## src/rtl/swi_bank_pkg.sv

```systemverilog
package swi_bank_pkg;

    typedef enum logic {
        SWI_MODE_MACHINE = 1'b0,
        SWI_MODE_SUPER   = 1'b1
    } swi_mode_e;

    localparam int unsigned BUS_DW = 32;
    localparam int unsigned BUS_BW = BUS_DW / 8;
    localparam logic [BUS_BW-1:0] FULL_WORD = '1;

    typedef struct packed {
        logic pend;
    } cell_state_t;

    typedef struct packed {
        logic              valid;
        logic [BUS_DW-1:0] data;
    } rsp_state_t;

endpackage

```

## src/rtl/swi_addr_decode.sv

```systemverilog
module swi_addr_decode
    import swi_bank_pkg::*;
#(
    parameter int unsigned NUM_HARTS = 4,
    parameter int unsigned ADDR_W    = 12,
    parameter int unsigned IDX_W     = 2
) (
    input  logic                 sel,
    input  logic                 we,
    input  logic [ADDR_W-1:0]    addr,
    input  logic [BUS_BW-1:0]    be,
    output logic [NUM_HARTS-1:0] hart_wr,
    output logic                 rd_req,
    output logic                 rd_hit,
    output logic [IDX_W-1:0]     rd_idx
);

    localparam int unsigned WORD_W = ADDR_W - 2;

    logic [WORD_W-1:0] word;
    logic              shape_ok;
    logic              in_range;
    logic              accept;

    always_comb begin
        word     = addr[ADDR_W-1:2];
        shape_ok = (be == FULL_WORD) && (addr[1:0] == 2'b00);
        in_range = 32'(word) < NUM_HARTS;
        accept   = sel && shape_ok && in_range;
        rd_req   = sel && !we;
        rd_hit   = accept && !we;
        rd_idx   = IDX_W'(word);
    end

    for (genvar h = 0; h < NUM_HARTS; h++) begin : g_hit
        assign hart_wr[h] = accept && we && (32'(word) == 32'(h));
    end

endmodule

```

## src/rtl/swi_hart_cell.sv

```systemverilog
module swi_hart_cell
    import swi_bank_pkg::*;
#(
    parameter swi_mode_e MODE = SWI_MODE_MACHINE
) (
    input  logic clk,
    input  logic rst_n,
    input  logic wr_hit,
    input  logic wr_bit,
    input  logic local_clr,
    output logic irq
);

    cell_state_t st_d, st_q;
    logic        clr_src;

    always_comb begin
        // machine mode clears on a bus write; supervisor mode on the local input
        clr_src   = (MODE == SWI_MODE_MACHINE) ? wr_hit : local_clr;
        st_d      = st_q;
        st_d.pend = (wr_hit && wr_bit) || (st_q.pend && !clr_src);
    end

    always_ff @(posedge clk or negedge rst_n) begin
        if (!rst_n) begin
            st_q <= '0;
        end else begin
            st_q <= st_d;
        end
    end

    assign irq = st_q.pend;

endmodule

```

## src/rtl/swi_read_port.sv

```systemverilog
module swi_read_port
    import swi_bank_pkg::*;
#(
    parameter int unsigned NUM_HARTS = 4,
    parameter int unsigned IDX_W     = 2,
    parameter swi_mode_e   MODE      = SWI_MODE_MACHINE
) (
    input  logic                 clk,
    input  logic                 rst_n,
    input  logic                 rd_req,
    input  logic                 rd_hit,
    input  logic [IDX_W-1:0]     rd_idx,
    input  logic [NUM_HARTS-1:0] pend,
    output logic                 rvalid,
    output logic [BUS_DW-1:0]    rdata
);

    rsp_state_t rsp_d, rsp_q;
    logic       sel_bit;

    always_comb begin
        sel_bit       = rd_hit && pend[rd_idx];
        rsp_d         = '0;
        rsp_d.valid   = rd_req;
        rsp_d.data[0] = (MODE == SWI_MODE_MACHINE) ? sel_bit : 1'b0;
    end

    always_ff @(posedge clk or negedge rst_n) begin
        if (!rst_n) begin
            rsp_q <= '0;
        end else begin
            rsp_q <= rsp_d;
        end
    end

    assign rvalid = rsp_q.valid;
    assign rdata  = rsp_q.data;

endmodule

```

## src/rtl/swi_bank.sv

```systemverilog
module swi_bank
    import swi_bank_pkg::*;
#(
    parameter int unsigned NUM_HARTS = 4,
    parameter int unsigned ADDR_W    = 12,
    parameter swi_mode_e   MODE      = SWI_MODE_MACHINE
) (
    input  logic                 clk,
    input  logic                 rst_n,
    input  logic                 bus_sel,
    input  logic                 bus_we,
    input  logic [ADDR_W-1:0]    bus_addr,
    input  logic [31:0]          bus_wdata,
    input  logic [3:0]           bus_be,
    output logic                 bus_rvalid,
    output logic [31:0]          bus_rdata,
    input  logic [NUM_HARTS-1:0] local_clr,
    output logic [NUM_HARTS-1:0] swi_irq
);

    localparam int unsigned IDX_W = (NUM_HARTS > 1) ? $clog2(NUM_HARTS) : 1;

    logic [NUM_HARTS-1:0] hart_wr;
    logic                 rd_req;
    logic                 rd_hit;
    logic [IDX_W-1:0]     rd_idx;
    logic                 unused_wdata_hi;

    assign unused_wdata_hi = ^bus_wdata[31:1];

    swi_addr_decode #(
        .NUM_HARTS(NUM_HARTS),
        .ADDR_W   (ADDR_W),
        .IDX_W    (IDX_W)
    ) dec_i (
        .sel    (bus_sel),
        .we     (bus_we),
        .addr   (bus_addr),
        .be     (bus_be),
        .hart_wr(hart_wr),
        .rd_req (rd_req),
        .rd_hit (rd_hit),
        .rd_idx (rd_idx)
    );

    for (genvar h = 0; h < NUM_HARTS; h++) begin : g_cell
        swi_hart_cell #(
            .MODE(MODE)
        ) cell_i (
            .clk      (clk),
            .rst_n    (rst_n),
            .wr_hit   (hart_wr[h]),
            .wr_bit   (bus_wdata[0]),
            .local_clr(local_clr[h]),
            .irq      (swi_irq[h])
        );
    end

    swi_read_port #(
        .NUM_HARTS(NUM_HARTS),
        .IDX_W    (IDX_W),
        .MODE     (MODE)
    ) rdp_i (
        .clk   (clk),
        .rst_n (rst_n),
        .rd_req(rd_req),
        .rd_hit(rd_hit),
        .rd_idx(rd_idx),
        .pend  (swi_irq),
        .rvalid(bus_rvalid),
        .rdata (bus_rdata)
    );

endmodule

```

## config.mk

```make
export PLATFORM = sky130hd
export DESIGN_NAME = swi_bank
export DESIGN_NICKNAME = d
export VERILOG_FILES = /design/src/rtl/swi_bank_pkg.sv /design/src/rtl/swi_addr_decode.sv /design/src/rtl/swi_hart_cell.sv /design/src/rtl/swi_read_port.sv /design/src/rtl/swi_bank.sv
export SDC_FILE = /design/constraint.sdc
export NUM_CORES = 1
export LEC_CHECK = 0
export ABC_AREA = 1
export BUFFER_PORTS_ARGS = -buffer_cell sky130_fd_sc_hd__buf_2
export CELL_PAD_IN_SITES_DETAIL_PLACEMENT = 1
export CELL_PAD_IN_SITES_GLOBAL_PLACEMENT = 1
export CORE_MARGIN = 4
export CORE_UTILIZATION = 20
export DETAILED_ROUTE_END_ITERATION = 16
export GPL_TIMING_DRIVEN = 0
export PLACE_DENSITY_LB_ADDON = 0.1
export RECOVER_POWER = 100
export SETUP_SLACK_MARGIN = 0.05
export SYNTH_ARGS = -nofsm -noshare
export SYNTH_HDL_FRONTEND = slang
export SYNTH_SLANG_ARGS = --single-unit
```

## constraint.sdc

```tcl
create_clock -name clk -period 1.19 [get_ports clk]
set_input_delay 0.1785 -clock clk [delete_from_list [all_inputs] [get_ports clk]]
set_output_delay 0.1785 -clock clk [all_outputs]
set_load 0.05 [all_outputs]
```

Word-level counts from Yosys, hierarchy flattened
Index checks and enable logic that the tools add are counted.
{"block": "word_totals", "ff_bits": 6, "out_inout_bits": 37, "elab_cells": 44}
{"block": "classes", "magnitude_cmp": 2, "eq_ne": 4, "mux": 2, "reduce_logical": 30}
{"cell": "== test 10 x 2 -> 1 bit (second input constant)", "count": 2}
{"cell": "logical AND 1 bit", "count": 19}
{"cell": "== test 10 x 1 -> 1 bit (second input constant)", "count": 1}
{"cell": "zero test 10 bit", "count": 1}
{"cell": "< comparator 10 x 3 -> 1 bit (second input constant)", "count": 1}
{"cell": "zero test 1 bit", "count": 5}
{"cell": "== test 4 bit (second input constant)", "count": 1}
{"cell": "logical OR 1 bit", "count": 4}
{"cell": "< comparator 2 x 3 -> 1 bit (second input constant)", "count": 1}
{"cell": "binary-select mux 1 bit (select 2 bit)", "count": 1}
{"cell": "zero test 2 bit", "count": 1}
{"cell": "two-way mux 1 bit", "count": 1}

Logic depth before layout (Yosys ltp)
Gate-level depths: netlist of the first run.
{"block": "logic_depth", "ltp_word": 9, "mapped_depth": 8, "ltp_nobuf": 8}

By module
A second synthesis of the first run with hierarchy kept.
{"block": "hier_totals", "hier_cells": 99, "area_unflattened_um2": 639.4}
{"module": "swi_read_port", "instances": 1, "cells_each": 48, "area_per_inst_um2": 342.8}
{"module": "swi_hart_cell", "instances": 4, "cells_each": 5, "area_per_inst_um2": 40.0}
{"module": "swi_addr_decode", "instances": 1, "cells_each": 31, "area_per_inst_um2": 136.4}

Worst setup path before layout of the first run
No wires, ideal clock.
{"block": "synth_timing", "path_type": "input to register", "from": "input port bus_addr[7]", "to": "register with a tool-made name", "setup_time_ns": 0.117, "t_arrival_ns": 0.775, "setup_slack_ns": 0.298, "stages": 6, "n_path_buf": 0, "cell_sequence": "nor2_1 > nand2_1 > nor3_1 > nand3_1 > nand2_1 > nand2_1"}
{"item": "start: declaration", "line": "swi_bank.sv:12", "text": "input logic [ADDR_W-1:0] bus_addr,"}

==> results of run 1 <==
## cell families (layout without fill, tap and decap cells)
| kind of cell | after synthesis | after routing |
|---|---|---|
| other cells | 1 | 31 |
| buf+inv | 45 | 78 |
| simple gates | 56 | 56 |
| flops | 6 | 6 |
## final timing paths
path,from,endpoint,depth (start not counted)
min in group asynchronous,rst_n,asynchronous set/reset pin,2
hold / removal,bus_sel,rdp_i.rvalid,3
max in group asynchronous,rst_n,rdp_i.rvalid,2
setup reg to reg,register,rdp_i.rdata[0],4
hold reg to reg,register,register,3
setup / recovery,register,swi_irq[3],2
## Yosys cell counts
cell type,n,share of area
nand3b_1,1,0.010
nand2_1,20,0.10
nor2_4,1,0.016
dfrtp_1,6,0.21
nand3_2,1,0.014
buf_4,35,0.36
nor2_1,13,0.068
inv_1,8,0.042
conb_1,1,0.0052
nor3b_1,1,0.010
nand3_1,8,0.055
nand4_1,7,0.061
nor3_1,2,0.014
nor2_2,2,0.017
inv_2,1,0.0052
buf_2,1,0.0069
## critical path: cells and delay by family, from the launching register on
kind / cells / cell delay (ps)
flip-flops: 1 / 370
buffers and inverters: 2 / 330
## power by group through the flow
stage	logic (mW)	registers [mW]	clock network, mW
finish	0.390	0.207	0.183
global placement	0.381	0.210	0
CTS	0.387	0.207	0.195
detailed placement	0.384	0.210	0
floorplan	0.323	0.216	0
global route	0.415	0.207	0.214
## layout make-up
cell class	instances	area share
buffer	36	0.246
timing repair buffer	30	0.156
multi-input combinational	87	0.354
inverter	9	0.0312
tap	46	0.0532
sequential	6	0.139
clock buffer	3	0.0208
## layer usage
metal | vias up | wire, um | share of wire | GRT usage
met4 | 0 | 9 | 0.0047 | 0.0372
met1 | 311 | 793 | 0.42 | 0.106
li1 | 401 | - | - | -
met2 | 38 | 887 | 0.47 | 0.137
met5 | - | 0 | 0 | 0
met3 | 2 | 208 | 0.11 | 0.0361
## timing repair
| item | 4_1_cts | 5_1_grt |
|---|---|---|
| endpoints found under the hold margin | 6 | 0 |
| gates resized for setup | 4 | 2 |
| setup endpoints to repair | 4 | 2 |
| buffers inserted | 4 | 0 |
| hold buffers | 1 | 0 |
==> reports/results.tsv, run 1 <==
metric	value	unit
XOR/XNOR Fraction of Synth Area	0	
WHS	196	ps
CP required	1010	ps
Final Core Density	0.317	
Worst Setup End Kind	output port	
average size of a mapped cell	6.68	um^2
Cell Rows	21	
port buffer count	25	
crit-path cells	buf_4 > clkbuf_4	
max-cap viol count	0	
htree depth	1	
Crit Path Max Fanout	2	
post-synthesis simple-gate area fraction	0.369	
Final Non-Filler Cells	217	
CP peak stage delay	370	ps
Detailed Routing Iterations Pass 1	4	
share of cells above drive strength 1	0.398	
mux contribution to synthesized area	0	
R2R setup slack	190	ps
Max Slew Vio Count	0	
adder-cell share of the synthesized area	0	
Worst setup SP type	register	
clk sinks	6	
Die ar.	4630	um^2
sw frac	0.453	
vias in the first global route	740	
Synth-to-Final Area Change	49.9	%
min Tclk post-route	1120	ps
Reg area	150	um^2
switching power	0.353	mW
Netlist cell types	16	
ANT cells	0	
initial antenna violation count	0	
Die Wd	68.1	um
worst hold path class	in2reg	
CTS tree	built	
peak supply drop	0.000335	V
Ys Warns	0	
CP max stage cell	dfrtp_1	
critical setup path kind	reg2out	
pin count of the biggest net entering global routing	11	
vias	752	
Hold Violations, Final	0	
Setup WS post-layout	67.4	ps
grt ovf	0	
starting density of the core	0.211	
crit share post-route	0.943	
Placed Area	1020	um^2
setup TNS	0	ps
Comb power frac	0.500	
worst path arrival time	940	ps
first-pass GRT wire length	3040	um
wire per inst	8.75	um
static leakage	0.643	nW
layout filler cell count	459	
DIE HEIGHT	68.1	um
sequential area share after synthesis	0.208	
FF+latch count, synth	6	
post-detailed-routing wire length	1900	um
unrepaired setup endpoints after global routing	false	
footprint of the multi-input gates	383	um^2
DP HPWL	1700	um
synthesized instance count	108	
Via density	3.47	
Design Area, Final	1080	um^2
Final #Nets	229	
clk_skew	0.793	ps
Pwr Density	720	nW/um^2
run status	finished, final reports clean	
deepest clock path buffer count	2	
Routed Antenna Nets	0	
cell total after placement	209	
Post-Syn Area	722	um^2
core area	3420	um^2
clock group share of total power	0.235	
commonest non-fill, non-tap cell in the layout	buf_4	
sequential power share	0.266	
Setup violations, final	0	
largest family of logic cells by synthesized area	buffers and inverters	
Power Internal	0.426	mW
total CTS buffers	3	
worst slack, placed	47.1	ps
Power, Total	0.779	mW
CTS clk-pin slew, worst paths	40	ps
fmax	891	MHz
Total GRT Usage	0.0881	
root buf cell	clkbuf_4	
io pins	93	
Synth Area in Compound Gates	0	
DRC viols	0	
commonest cells after routing, fill and taps aside	buf_4, conb_1, nand2_1, buf_2, nor2_1	
initial DRC count	14	
GP Congestion	0.756	
clk_lat worst skew	240	ps
Note: power is estimated with default switching activity, not from simulation.
==> run 2, diff against run 1 <==
--- a/config.mk
+++ b/config.mk
@@ -5,7 +5,6 @@
 export SDC_FILE = /design/constraint.sdc
 export NUM_CORES = 1
 export LEC_CHECK = 0
-export ABC_AREA = 1
 export BUFFER_PORTS_ARGS = -buffer_cell sky130_fd_sc_hd__buf_2
 export CELL_PAD_IN_SITES_DETAIL_PLACEMENT = 1
 export CELL_PAD_IN_SITES_GLOBAL_PLACEMENT = 1
==> run 2 against run 1 <==
  * The flow now finishes with violations (setup timing)
  * Wire length shrank 17%
  * Cell area shrank 2.4%
  * Clock skew is essentially flat
  * Combinational power grew 1%
  * Critical path depth grew 3
  * Final cell count shrank 21%
  * Register-to-register slack lost 120 ps
==> reports/results.tsv, run 2 <==
metric	value	unit	change
DRC viols	0		unchanged
buffer and inverter count on the worst path	1		-1
CP Depth	5		+3
Routed Antenna Nets	0		unchanged
Hold Violations, Final	0		unchanged
starting density of the core	0.210		-0.00119
initial DRC count	19		+5
Ys Warns	0		unchanged
Synth top cells by count	buf_4, dfrtp_1, mux2_1, nor2_1, nand4_1		
grt ovf	0		unchanged
synthesized instance count	66		-39%
Pwr Density	746	nW/um^2	+3.6%
number of synthesized flops with an enable pin	0		unchanged
Via density	3.27		-5.7%
static leakage	0.603	nW	-6.2%
Die ar.	4210	um^2	-9.2%
unrepaired setup endpoints after global routing	true		
Worst setup SP type	input port		
root buf cell	clkbuf_4		
Max Slew Vio Count	0		unchanged
vias in the first global route	607		-18%
Detailed Routing Iterations Pass 1	4		unchanged
crit share post-route	1.02		+0.0767
share of cells above drive strength 1	0.563		+0.165
commonest cells after routing, fill and taps aside	buf_4, conb_1, buf_2, dfrtp_1		
Setup WS post-layout	-23.9	ps	-91.3 ps
GP Congestion	0.711		-6.0%
dominant synthesized flop cell	dfrtp_1		
clk_skew	1.09	ps	+0.298 ps
first-pass GRT wire length	2580	um	-15%
ANT cells	0		unchanged
FF+latch count, synth	6		unchanged
deepest clock path buffer count	2		unchanged
htree depth	1		unchanged
Netlist cell types	20		+4
Crit Path Max Fanout	4		+2
commonest non-fill, non-tap cell in the layout	buf_4		
dominant cells by area after synthesis	buf_4, dfrtp_1, mux2_1		
Total GRT Usage	0.0782		-0.00989
port buffer count	26		+4.0%
clk sinks	6		unchanged
vias	562		-25%
critical setup path kind	in2reg		
post-detailed-routing wire length	1570	um	-17%
Cell Rows	20		-4.8%
crit path from	bus_addr[4]		
Reg2Reg Capture Point	rdp_i.rdata[0]		
min Tclk post-route	1210	ps	+91.3 ps
average size of a mapped cell	9.80	um^2	+47%
CP peak stage delay	340	ps	-30 ps
area leader, netlist	buf_4		
total CTS buffers	3		unchanged
Final #Nets	186		-19%
setup TNS	-40.3	ps	-40.3 ps
R2R setup slack	70	ps	-120 ps
Async SR Flop Fraction	1.00		unchanged
Yosys top cell area share	0.406		+0.0422
DIE HEIGHT	64.9	um	-4.7%
Setup violations, final	2		+2
worst hold path class	in2reg		
DP HPWL	1390	um	-18%
run status	finished with violations		
initial antenna violation count	0		unchanged
Worst Setup End Kind	register		
CP required	1320	ps	+310 ps
max-cap viol count	0		unchanged
CTS clk-pin slew, worst paths	40	ps	about the same
io pins	93		unchanged
CTS tree	built		
core area	3080	um^2	-9.9%
WHS	189	ps	-6.66 ps
peak supply drop	0.000282	V	-16%
sequential area share after synthesis	0.232		+0.0241
fmax	824	MHz	-7.5%
Top delay family on crit path	simple AND/OR/NAND/NOR gates		
worst path arrival time	1340	ps	+400 ps
pin count of the biggest net entering global routing	7		-4
failing checks	setup timing		
CP max stage cell	mux2_1		
clk_lat worst skew	240	ps	about the same
Synth-to-Final Area Change	63.2	%	
R2R cell count	2		-2
Post-Syn Area	647	um^2	-10%
crit-path cells	buf_6 > nor4b_4 > nand4_2 > nor3_1 > mux2_1		
most common cell in the netlist	buf_4		
Die Wd	64.9	um	-4.7%
wire per inst	9.15	um	+4.5%
run 2: changes by cell type after synthesis, sizes merged, moves of 3 or more:
| cell | change |
|---|---|
| nand3 | -8 |
| nor2 | -12 |
| nand4 | -4 |
| mux2 | +4 |
| nor4b | +3 |
| nand2 | -19 |
| inv | -9 |
run 2: layer usage:
| layer | wire, um | share of wire | GRT usage |
|---|---|---|---|
| met1 | 539 | 0.34 | 0.0821 |
| met2 | 807 | 0.51 | 0.134 |
| met3 | 225 | 0.14 | 0.0520 |
| met4 | 0 | 0 | 0.00792 |
| met5 | 0 | 0 | 0 |
run 2: timing repair:
action | in CTS | in global routing
pin swaps | 1 | 0
setup buffers | 1 | 1
gates resized for setup | 11 | 7
endpoints found under the hold margin | 6 | 0
hold buffers | 1 | 0
setup endpoints to repair | 7 | 9
run 2: how the worst min path moves through the flow:
stage,to,depth (start not counted),slack (ps),startpoint
floorplan,asynchronous set/reset pin,0,-120,rst_n
global placement,asynchronous set/reset pin,1,5,rst_n
detailed placement,asynchronous set/reset pin,1,9,rst_n
CTS,rdp_i.rdata[0],2,190,bus_we
global route,rdp_i.rdata[0],2,200,bus_we
finish,rdp_i.rdata[0],2,190,bus_we
run 2: layout make-up:
class,count,area (um^2)
clock buffers,3,22.5
multi-input cells,55,373
flip-flops and latches,6,150
well taps,44,55.1
repair buffers,29,196
fillers,403,2020
plain buffers,35,259
run 2: cell families after synthesis:
group	after synthesis	synth area share
buffers and inverters	35	0.406
flip-flops	6	0.232
multiplexers	5	0.104
other	1	0.00580
AND/OR/NAND/NOR	19	0.251
run 2: per-stage QoR:
step                 util  power (mW)  instance area, um^2  worst slack [ps]  std cells
floorplan               -       0.527                  768             -95.8         96
global placement    0.310       0.586                  953              -300        166
detailed placement  0.310       0.588                  953              -314        166
CTS                 0.339       0.795                 1040             -19.4        171
global route        0.343       0.837                 1060             -91.1        172
finish              0.343       0.788                 1060             -23.9        172
run 2: worst register-to-register path: cells and delay by family (launching register included):
kind / cells / cell delay, ps
mux: 1 / 480
flops: 1 / 380
simple gates: 1 / 150
run 2: power breakdown:
group	internal [mW]	switching, mW	total, mW
logic	0.119	0.275	0.394
clock network	0.114	0.0730	0.187
registers	0.207	0.000649	0.207
total	0.439	0.349	0.788
